--- src/rtl/slot_irq_pkg.sv ---
package slot_irq_pkg;
  localparam int DEF_SLOTS = 7;

  typedef enum logic {
    MODE_NATIVE = 1'b0,
    MODE_COMPAT = 1'b1
  } umb_mode_e;
endpackage

--- src/rtl/slot_mask_reg.sv ---
module slot_mask_reg #(
  parameter int NUM_SLOTS = slot_irq_pkg::DEF_SLOTS,
  localparam int CMD_W = NUM_SLOTS + 1
) (
  input  logic                 clk,
  input  logic                 rst_n,
  input  logic                 wr,
  input  logic [CMD_W-1:0]     wdata,
  output logic [NUM_SLOTS-1:0] mask
);
  logic                 set_op;
  logic [NUM_SLOTS-1:0] sel;

  assign set_op = wdata[CMD_W-1];
  assign sel    = wdata[NUM_SLOTS-1:0];

  always_ff @(posedge clk) begin
    if (!rst_n)
      mask <= '0;
    else if (wr) begin
      if (set_op) mask <= mask | sel;
      else        mask <= mask & ~sel;
    end
  end
endmodule

--- src/rtl/slot_prio_enc.sv ---
module slot_prio_enc #(
  parameter int NUM_SLOTS = slot_irq_pkg::DEF_SLOTS,
  localparam int IDX_W = (NUM_SLOTS > 1) ? $clog2(NUM_SLOTS) : 1
) (
  input  logic [NUM_SLOTS-1:0] req,
  output logic                 valid,
  output logic [IDX_W-1:0]     idx
);
  always_comb begin
    idx = '0;
    for (int i = 0; i < NUM_SLOTS; i++) begin
      if (req[i]) idx = IDX_W'(i);
    end
  end
  assign valid = |req;
endmodule

--- src/rtl/umbrella_flag.sv ---
module umbrella_flag (
  input  logic clk,
  input  logic rst_n,
  input  logic any_pend,
  input  logic clr,
  output logic flag
);
  logic any_q;

  always_ff @(posedge clk) begin
    if (!rst_n) begin
      any_q <= 1'b0;
      flag  <= 1'b0;
    end else begin
      any_q <= any_pend;
      if (clr)
        flag <= any_pend;
      else if (any_pend && !any_q)
        flag <= 1'b1;
    end
  end
endmodule

--- src/rtl/slot_irq_agg.sv ---
module slot_irq_agg #(
  parameter int NUM_SLOTS = slot_irq_pkg::DEF_SLOTS,
  localparam int CMD_W = NUM_SLOTS + 1,
  localparam int IDX_W = (NUM_SLOTS > 1) ? $clog2(NUM_SLOTS) : 1
) (
  input  logic                 clk,
  input  logic                 rst_n,
  input  logic [NUM_SLOTS-1:0] slot_req_n,
  input  logic                 mask_wr,
  input  logic [CMD_W-1:0]     mask_wdata,
  input  logic                 flag_clr,
  input  logic                 compat_mode,
  output logic [NUM_SLOTS-1:0] pending,
  output logic                 prio_valid,
  output logic [IDX_W-1:0]     prio_idx,
  output logic                 irq_flag,
  output logic                 irq_out
);
  import slot_irq_pkg::*;

  logic [NUM_SLOTS-1:0] mask;
  logic                 umb_enable;
  umb_mode_e            mode;

  slot_mask_reg #(.NUM_SLOTS(NUM_SLOTS)) u_mask (
    .clk(clk), .rst_n(rst_n), .wr(mask_wr), .wdata(mask_wdata), .mask(mask)
  );

  assign pending = ~slot_req_n & mask;

  slot_prio_enc #(.NUM_SLOTS(NUM_SLOTS)) u_enc (
    .req(pending), .valid(prio_valid), .idx(prio_idx)
  );

  umbrella_flag u_flag (
    .clk(clk), .rst_n(rst_n), .any_pend(|pending), .clr(flag_clr), .flag(irq_flag)
  );

  assign mode       = umb_mode_e'(compat_mode);
  assign umb_enable = (mode == MODE_COMPAT) ? &mask : 1'b1;
  assign irq_out    = irq_flag & umb_enable;
endmodule

--- config.mk ---
export PLATFORM = sky130hd
export DESIGN_NAME = slot_irq_agg
export DESIGN_NICKNAME = d
export VERILOG_FILES = /design/src/rtl/slot_irq_pkg.sv /design/src/rtl/slot_mask_reg.sv /design/src/rtl/slot_prio_enc.sv /design/src/rtl/umbrella_flag.sv /design/src/rtl/slot_irq_agg.sv
export SDC_FILE = /design/constraint.sdc
export NUM_CORES = 1
export LEC_CHECK = 0
export BUFFER_PORTS_ARGS = -buffer_cell sky130_fd_sc_hd__buf_2
export CAP_MARGIN = 10
export CORE_ASPECT_RATIO = 0.8
export CORE_MARGIN = 1
export CORE_UTILIZATION = 30
export CTS_CLUSTER_SIZE = 12
export DETAILED_ROUTE_END_ITERATION = 8
export MAX_ROUTING_LAYER = met4
export PLACE_DENSITY = 0.69
export SYNTH_ARGS = -nofsm -noshare
export SYNTH_HDL_FRONTEND = slang
export SYNTH_SLANG_ARGS = --single-unit
--- constraint.sdc ---
create_clock -name clk -period 1.6 [get_ports clk]
set_input_delay 0.32 -clock clk [delete_from_list [all_inputs] [get_ports clk]]
set_output_delay 0.32 -clock clk [all_outputs]
set_load 0.03 [all_outputs]
Word-level counts from Yosys, hierarchy flattened:

Index checks and enable logic that the tools add are counted.

* flip-flop bits (word level): 9
* bits of input ports: 20
* output and inout port bits: 13
* logic and storage cells: 24

* multiplexer cells: 10
* bitwise operators: 6
* reductions and logical operators: 5

Operators with widths (count)
* $and 7x7->7: 2
* $not 7->7: 2
* $mux 3: 3
* $mux 7: 1
* $or 7x7->7: 1
* $reduce_and 7->1: 1
* $reduce_or 7->1: 1
* $mux 1: 4
* $mux 2: 2
* $reduce_bool 2->1: 1
* $and 1x1->1: 1
* $logic_and 1x1->1: 1
* $logic_not 1->1: 1

Longest topological paths before layout:

Gate-level depths: netlist (run 1).

* word-level depth: 8
* mapped depth: 5
* mapped depth without buffers: 5

Cells and area by module:

A second synthesis (run 1) with hierarchy kept.

* cell total of the unflattened synthesis: 59
* area total of the unflattened synthesis: 504.2 sq um

By module, submodules not included
* slot_mask_reg: instances 1, cells an instance 30, area an instance 274.0 sq um, sequential area each 140.1 sq um
* slot_irq_agg: instances 1, cells an instance 14, area an instance 102.6 sq um, sequential area each 0.0 sq um
* umbrella_flag: instances 1, cells an instance 6, area an instance 68.8 sq um, sequential area each 40.0 sq um
* slot_prio_enc: instances 1, cells an instance 9, area an instance 58.8 sq um, sequential area each 0.0 sq um

Worst setup path after synthesis (run 1):

OpenSTA, ideal clock, no wires.

* path type: register -> output
* from: register with a tool-made name
* to: output port prio_idx[1]
* arrival: 1.793 ns
* data required time: 1.280 ns
* path slack: -0.513 ns
* stages on the path, launching flop included: 4
* buffers on the path: 0
* path through: dfxtp_1 nor2b_1 nor2_1 o32ai_1

RTL lines
* end, declared: line slot_irq_agg.sv:15 `output logic [IDX_W-1:0] prio_idx,`

==> run_results.csv, run 1 <==
group,metric,value,unit
worst_setup_path,start_kind,"register",
finish,area_delta_synth_final,77.8,%
grt,grt_first_pass_wirelength,2200,µm
floorplanning,die_area,1800,µm²
logic_synthesis,syn_area,490,µm²
worst_setup_path,cp_num_buf_inv,1,
logic_synthesis,synth_edf_count,0,
clock_network,cts_tree,"built",
worst_setup_path,max_stage_delay,510,ps
grt,antenna_found_initial,0,
grt,grt_max_degree,15,
logic_synthesis,synthDominantCellAreaShare,36.7,%
worst_setup_path,slowest_stage,"or4b_4",
pwr,power.density,696,nW/µm²
clock_network,clkTransAtPathRegs,60,ps
logic_synthesis,synth_warnings,0,
placed_design,gp_congestion,0.702,
hold_path,hold_path_class,"in2reg",
worst_setup_path,path_max_fanout,3,
timing,rsz0062_at_grt,"true",
clock_network,clockRootBuffer,"clkbuf_4",
worst_setup_path,cp.depth,4,
logic_synthesis,synth_top_cell_by_area,"dfxtp_1",
placed_design,io_buffers,32,
drt,drcViolationCount,0,
floorplanning,io_pins,33,
logic_synthesis,synthAdderAreaFrac,0,%
logic_synthesis,synth-simple-area-share,39.8,%
pwr,max-vdd-ir-drop,0.437,mV
worst_setup_path,cp.arrival,1740,ps
clock_network,cts_buffer_depth,2,
floorplanning,initial_core_util,33.7,%
logic_synthesis,synth.avg_cell_area,7.79,µm²
drt,drtAntennaViolNets,0,
worst_setup_path,end_kind,"output pin",
timing,tightest_slew,231,ps
grt,grt_overflow,0,
drt,drt_iter0_drc,16,
job,max_cap_violations,0,
logic_synthesis,synth.most_common_cell,"nand2_1",
logic_synthesis,syn_nets,83,
logic_synthesis,synth-main-ff-cell,"dfxtp_1",
timing,max_clock_freq,485,MHz
clock_network,clkSinkCount,9,
drt,wl,1500,µm
logic_synthesis,seq_area_frac_synth,36.7,%
timing,fin_skew,0.335,ps
finish,nNetsFinal,132,
logic_synthesis,synth_top_family_by_area,"simple AND/OR/NAND/NOR gates",
pwr,power,0.000607,W
logic_synthesis,synth_mux_area_share,0,%
logic_synthesis,synth_cells,63,
drt,drt_first_pass_iters,4,
grt,grt_pass1_vias,543,
worst_setup_path,rr_worst_depth,4,
clock_network,cts_buffers,3,
status,violations,"negative setup slack",
timing,report.final.slew_viol_count,0,
logic_synthesis,synth_xor_area_share,0,%
worst_setup_path,endpoint,"prio_valid",
worst_setup_path,r2r_end,"u_flag.flag$_SDFFE_PN0P_",
timing,finalCritPeriodShare,129,%
timing,final.setup.worst_slack,-463,ps
floorplanning,die_x,47.2,µm
timing,finalSetupViolations,4,
timing,slew-limit-headroom,84.6,%
worst_setup_path,crit_required,1280,ps
logic_synthesis,synth_common_cells,"nand2_1, dfxtp_1, nand3_1",
floorplanning,num_rows,12,
clock_network,ctsHtreeMaxLevel,1,
drt,vias,608,
drt,vias_per_cell,4.61,
worst_setup_path,worst-setup-path-type,"reg2out",
clock_network,clkLatencyLatePin,260,ps
logic_synthesis,ys_types,20,
worst_setup_path,r2r_setup_slack,-40,ps
logic_synthesis,yosys-top-cells-area,"dfxtp_1, nand2_1, a21boi_0, nand3_1, nor2b_1",
logic_synthesis,ys_ff_latch,9,
floorplanning,die_h,38.2,µm
grt,grt_use_total,18.7,%
drt,wl_per_cell,11.4,µm
logic_synthesis,synth_compound_area_share,19.6,%
timing,hold_viol,0,
worst_setup_path,critical_path.top_delay_family,"simple AND/OR/NAND/NOR gates",
pwr,p_leak,0.431,nW
finish,final_cell_area,872,µm²
worst_setup_path,crit_chain,"nor2b_4 -> or3_4 -> or4b_4 -> buf_6",
finish,nFillCells,149,
logic_synthesis,async_flop_share,0,%
finish,diodes,0,
placed_design,place_area,785,µm²
status,status,"complete, but fails checks",
floorplanning,core,1460,µm²
finish,drive_gt1_share,57.7,%
placed_design,dp_hpwl,1170,µm
timing,post-route-min-period,2060,ps
==> cells in the final DEF (no fill, tap or decap), drive strengths merged <==
| cell type | netlist | layout |
|---|---|---|
| nor2 | 2 | 2 |
| clkbuf | 1 | 4 |
| o21ai | 1 | 1 |
| a21boi | 8 | 8 |
| a21oi | 1 | 1 |
| o32ai | 1 | 1 |
| or3 | 1 | 1 |
| a21o | 1 | 1 |
| a32o | 1 | 1 |
| and2 | 2 | 2 |
| nor2b | 6 | 6 |
| inv | 4 | 4 |
| dfxtp | 9 | 9 |
| nand2b | 1 | 1 |
| nand2 | 14 | 14 |
| nand3 | 8 | 8 |
| buf | 0 | 45 |
| nand4 | 1 | 1 |
| or4b | 1 | 1 |
==> worst reg2reg max path, stage by stage, from the launching register on <==
cell	delay (ps)
dfxtp_2	320
nor2b_4	120
or3_4	380
or4b_4	510
a32o_1	210
==> kinds of logic after synthesis <==
group	count (synthesis)
buf+inv	5
simple gates	36
flops	9
compound gates	13
==> layout make-up <==
class,count,area (µm²),area share [%]
multi-input cells,49,335,38.5
repair buffers,45,283,32.4
clock buffers,4,26.3,3.01
well taps,21,26.3,3.01
inverters,4,15.0,1.72
flip-flops and latches,9,186,21.4
==> per-layer routing <==
layer | vias up | share of wire (%) | global-route usage, %
li1 | 312 | - | -
met1 | 277 | 45 | 20.6
met2 | 17 | 51 | 33.0
met3 | 2 | 4.0 | 7.08
met4 | 0 | 0.27 | 2.14
met5 | - | 0 | -
==> stage by stage <==
stage	cells	hold WS, ps	TNS [ps]	utilization (%)	worst slack (ps)
after floorplan	63	447	-679	-	-231
after global placement	126	475	-323	53.9	-254
after detailed placement	126	499	-357	53.9	-263
after CTS	132	331	-594	59.6	-454
after global routing	132	339	-772	59.9	-489
final	132	329	-597	59.9	-463
==> how the worst min path moves through the flow <==
| stage | cells after the start | from | slack, ps | to |
|---|---|---|---|---|
| after floorplan | 1 | rst_n | 450 | u_flag.any_q$_SDFF_PN0_ |
| after global placement | 2 | register | 470 | register |
| after detailed placement | 2 | register | 500 | register |
| after CTS | 3 | mask_wdata[1] | 330 | register |
| after global routing | 3 | mask_wdata[5] | 340 | register |
| final | 3 | mask_wdata[5] | 330 | register |
==> power breakdown <==
| part | total [W] | internal (W) | leakage, nW | switching [W] |
|---|---|---|---|---|
| clock network | 0.000180 | 0.0000964 | 0.0150 | 0.0000835 |
| logic | 0.000182 | 0.0000861 | 0.340 | 0.0000956 |
| registers | 0.000246 | 0.000238 | 0.0759 | 0.00000723 |
| total | 0.000607 | 0.000421 | 0.431 | 0.000186 |
==> what timing repair did <==
item / CTS / global route
hold buffers: 0 / 0
endpoints found under the hold margin: 0 / 0
endpoints found under the setup margin: 5 / 7
pin swaps: 7 / 2
buffers inserted: 4 / 0
resized for setup: 15 / 3
Power figures use the tool's default switching activity.
==> run 2, diff against run 1 <==
ABC_CLOCK_PERIOD_IN_PS = 1600   (was unset)
CELL_PAD_IN_SITES_DETAIL_PLACEMENT = 1   (was unset)
CELL_PAD_IN_SITES_GLOBAL_PLACEMENT = 2   (was unset)
CORE_UTILIZATION = 17   (was 30)
PLACE_DENSITY = 0.75   (was 0.69)
==> run 2 against run 1 <==
The flow still finishes with violations (negative setup slack); final cell count is 14% higher; global-route usage fell by 6.0 points; worst setup slack lost 20 ps; clock power is essentially flat; hold slack got worse by 12 ps; clock skew is 8.5 ps higher; die area up 72%; critical path depth unchanged; fmax down 0.96%; via count increased by 2.0%; register-to-register slack got worse by 40 ps; largest cell class unchanged; highest routed layer unchanged.
==> run_results.csv, run 2 (synthesis results as in run 1) <==
group,metric,value,unit
timing,report.final.slew_viol_count,0,
timing,rsz0062_at_grt,"true",
worst_setup_path,start_kind,"register",
finish,layout_common_cells,"buf_2, nand2_1, buf_4",
worst_setup_path,crit_required,1280,ps
drt,drt_iter0_drc,2,
timing,finalCritPeriodShare,130,%
worst_setup_path,max_stage_delay,510,ps
floorplanning,io_pins,33,
floorplanning,num_rows,17,
drt,vias,620,
timing,tightest_slew,241,ps
finish,diodes,0,
placed_design,place_area,821,µm²
grt,use_met3,4.72,%
drt,wl,1830,µm
timing,hold_viol,0,
finish,drive_gt1_share,58.0,%
finish,final_cell_area,907,µm²
clock_network,cts_tree,"built",
job,max_cap_violations,0,
worst_setup_path,cp.arrival,1760,ps
pwr,p_leak,0.438,nW
placed_design,io_buffers,32,
floorplanning,die_h,50.0,µm
clock_network,cts_buffers,3,
worst_setup_path,worst-setup-path-type,"reg2out",
grt,grt_max_degree,15,
drt,drtAntennaViolNets,0,
floorplanning,die_x,62.1,µm
floorplanning,initial_core_util,17.9,%
finish,final_util,33.1,%
grt,use_met1,13.2,%
timing,post-route-min-period,2080,ps
clock_network,clkSinkCount,9,
grt,gr-max-usage-layer,"met2",
timing,fin_skew,8.87,ps
floorplanning,core,2740,µm²
worst_setup_path,cp_num_buf_inv,1,
clock_network,cts_buffer_depth,2,
timing,holdWs,317,ps
finish,final_common_cell,"buf_2",
timing,final.setup.worst_slack,-483,ps
timing,max_clock_freq,480,MHz
pwr,power.density,679,nW/µm²
pwr,max-vdd-ir-drop,0.181,mV
clock_network,clkTransAtPathRegs,70,ps
timing,finalSetupViolations,5,
worst_setup_path,crit_chain,"nor2b_4 -> or3_4 -> or4b_4 -> buf_6",
drt,drcViolationCount,0,
placed_design,gp_congestion,0.749,
floorplanning,die_area,3110,µm²
grt,grt_pass1_vias,635,
worst_setup_path,end_kind,"output pin",
drt,drt_first_pass_iters,3,
drt,vias_per_cell,4.13,
timing,tns,-729,ps
finish,area_delta_synth_final,84.9,%
finish,nNetsFinal,133,
grt,grt_util_met2,22.5,%
clock_network,ctsHtreeMaxLevel,1,
finish,nFillCells,340,
placed_design,pre_cts_ws,-278,ps
drt,wl_per_cell,12.2,µm
hold_path,hold_path_class,"in2reg",
worst_setup_path,path_max_fanout,3,
timing,slew-limit-headroom,83.9,%
grt,grt_overflow,0,
clock_network,clkLatencyLatePin,270,ps
worst_setup_path,slowest_stage,"or4b_4",
status,violations,"negative setup slack",
worst_setup_path,critical_path.top_delay_family,"simple AND/OR/NAND/NOR gates",
grt,grt_use_total,12.7,%
grt,grt_first_pass_wirelength,2730,µm
clock_network,clockRootBuffer,"clkbuf_4",
status,status,"complete, but fails checks",
grt,antenna_found_initial,0,
run 2: cell types whose count changed in the layout (fill, tap and decap cells not counted), sizes merged:
cell    previous run  this run
buf               45        46
clkbuf             4         3
clkinv             0         1
run 2: area by class of cell:
| class | count | area (µm²) | share of cell area (%) |
|---|---|---|---|
| Tap cell | 38 | 47.5 | 5.24 |
| Multi-Input combinational cell | 49 | 335 | 37.0 |
| Inverter | 4 | 15.0 | 1.66 |
| Clock inverter | 1 | 5.00 | 0.552 |
| Timing Repair Buffer | 46 | 297 | 32.7 |
| Sequential cell | 9 | 185 | 20.4 |
| Clock buffer | 3 | 22.5 | 2.48 |
run 2: power breakdown:
group	switching [W]	internal (W)	leakage, nW
Clock	0.0000907	0.0000924	0.0177
Combinational	0.0000975	0.0000903	0.345
Sequential	0.00000738	0.000238	0.0754
run 2: final timing paths:
kind / startpoint / endpoint / slack [ps] / cells after the start
setup / recovery: register / prio_valid / -480 / 4
hold / removal: mask_wdata[5] / register / 320 / 3
setup reg to reg: register / u_flag.flag$_SDFFE_PN0P_ / -80 / 4
hold reg to reg: register / register / 500 / 2
run 2: worst register-to-register path, stage by stage (launching register included):
cell and delay, ps:
dfxtp_2 330, nor2b_4 120, or3_4 380, or4b_4 510
a32o_1 230
run 2: per-stage QoR:
step	std cells	power, W
2_1_floorplan	63	0.000339
3_3_place_gp	145	0.000414
3_5_place_dp	145	0.000418
4_1_cts	149	0.000616
5_1_grt	150	0.000653
6_report	150	0.000616
run 2: layer usage:
| layer | up-vias | routed length (µm) | share of wire, % |
|---|---|---|---|
| li1 | 314 | - | - |
| met1 | 278 | 745 | 41 |
| met2 | 24 | 914 | 50 |
| met3 | 4 | 141 | 7.7 |
| met4 | 0 | 26 | 1.4 |
| met5 | - | 0 | 0 |
run 2: repair_timing:
item,in CTS,in global routing
hold buffers,0,0
setup buffers,0,2
setup endpoints to repair,6,7
pin swaps,4,5
resized for setup,15,6
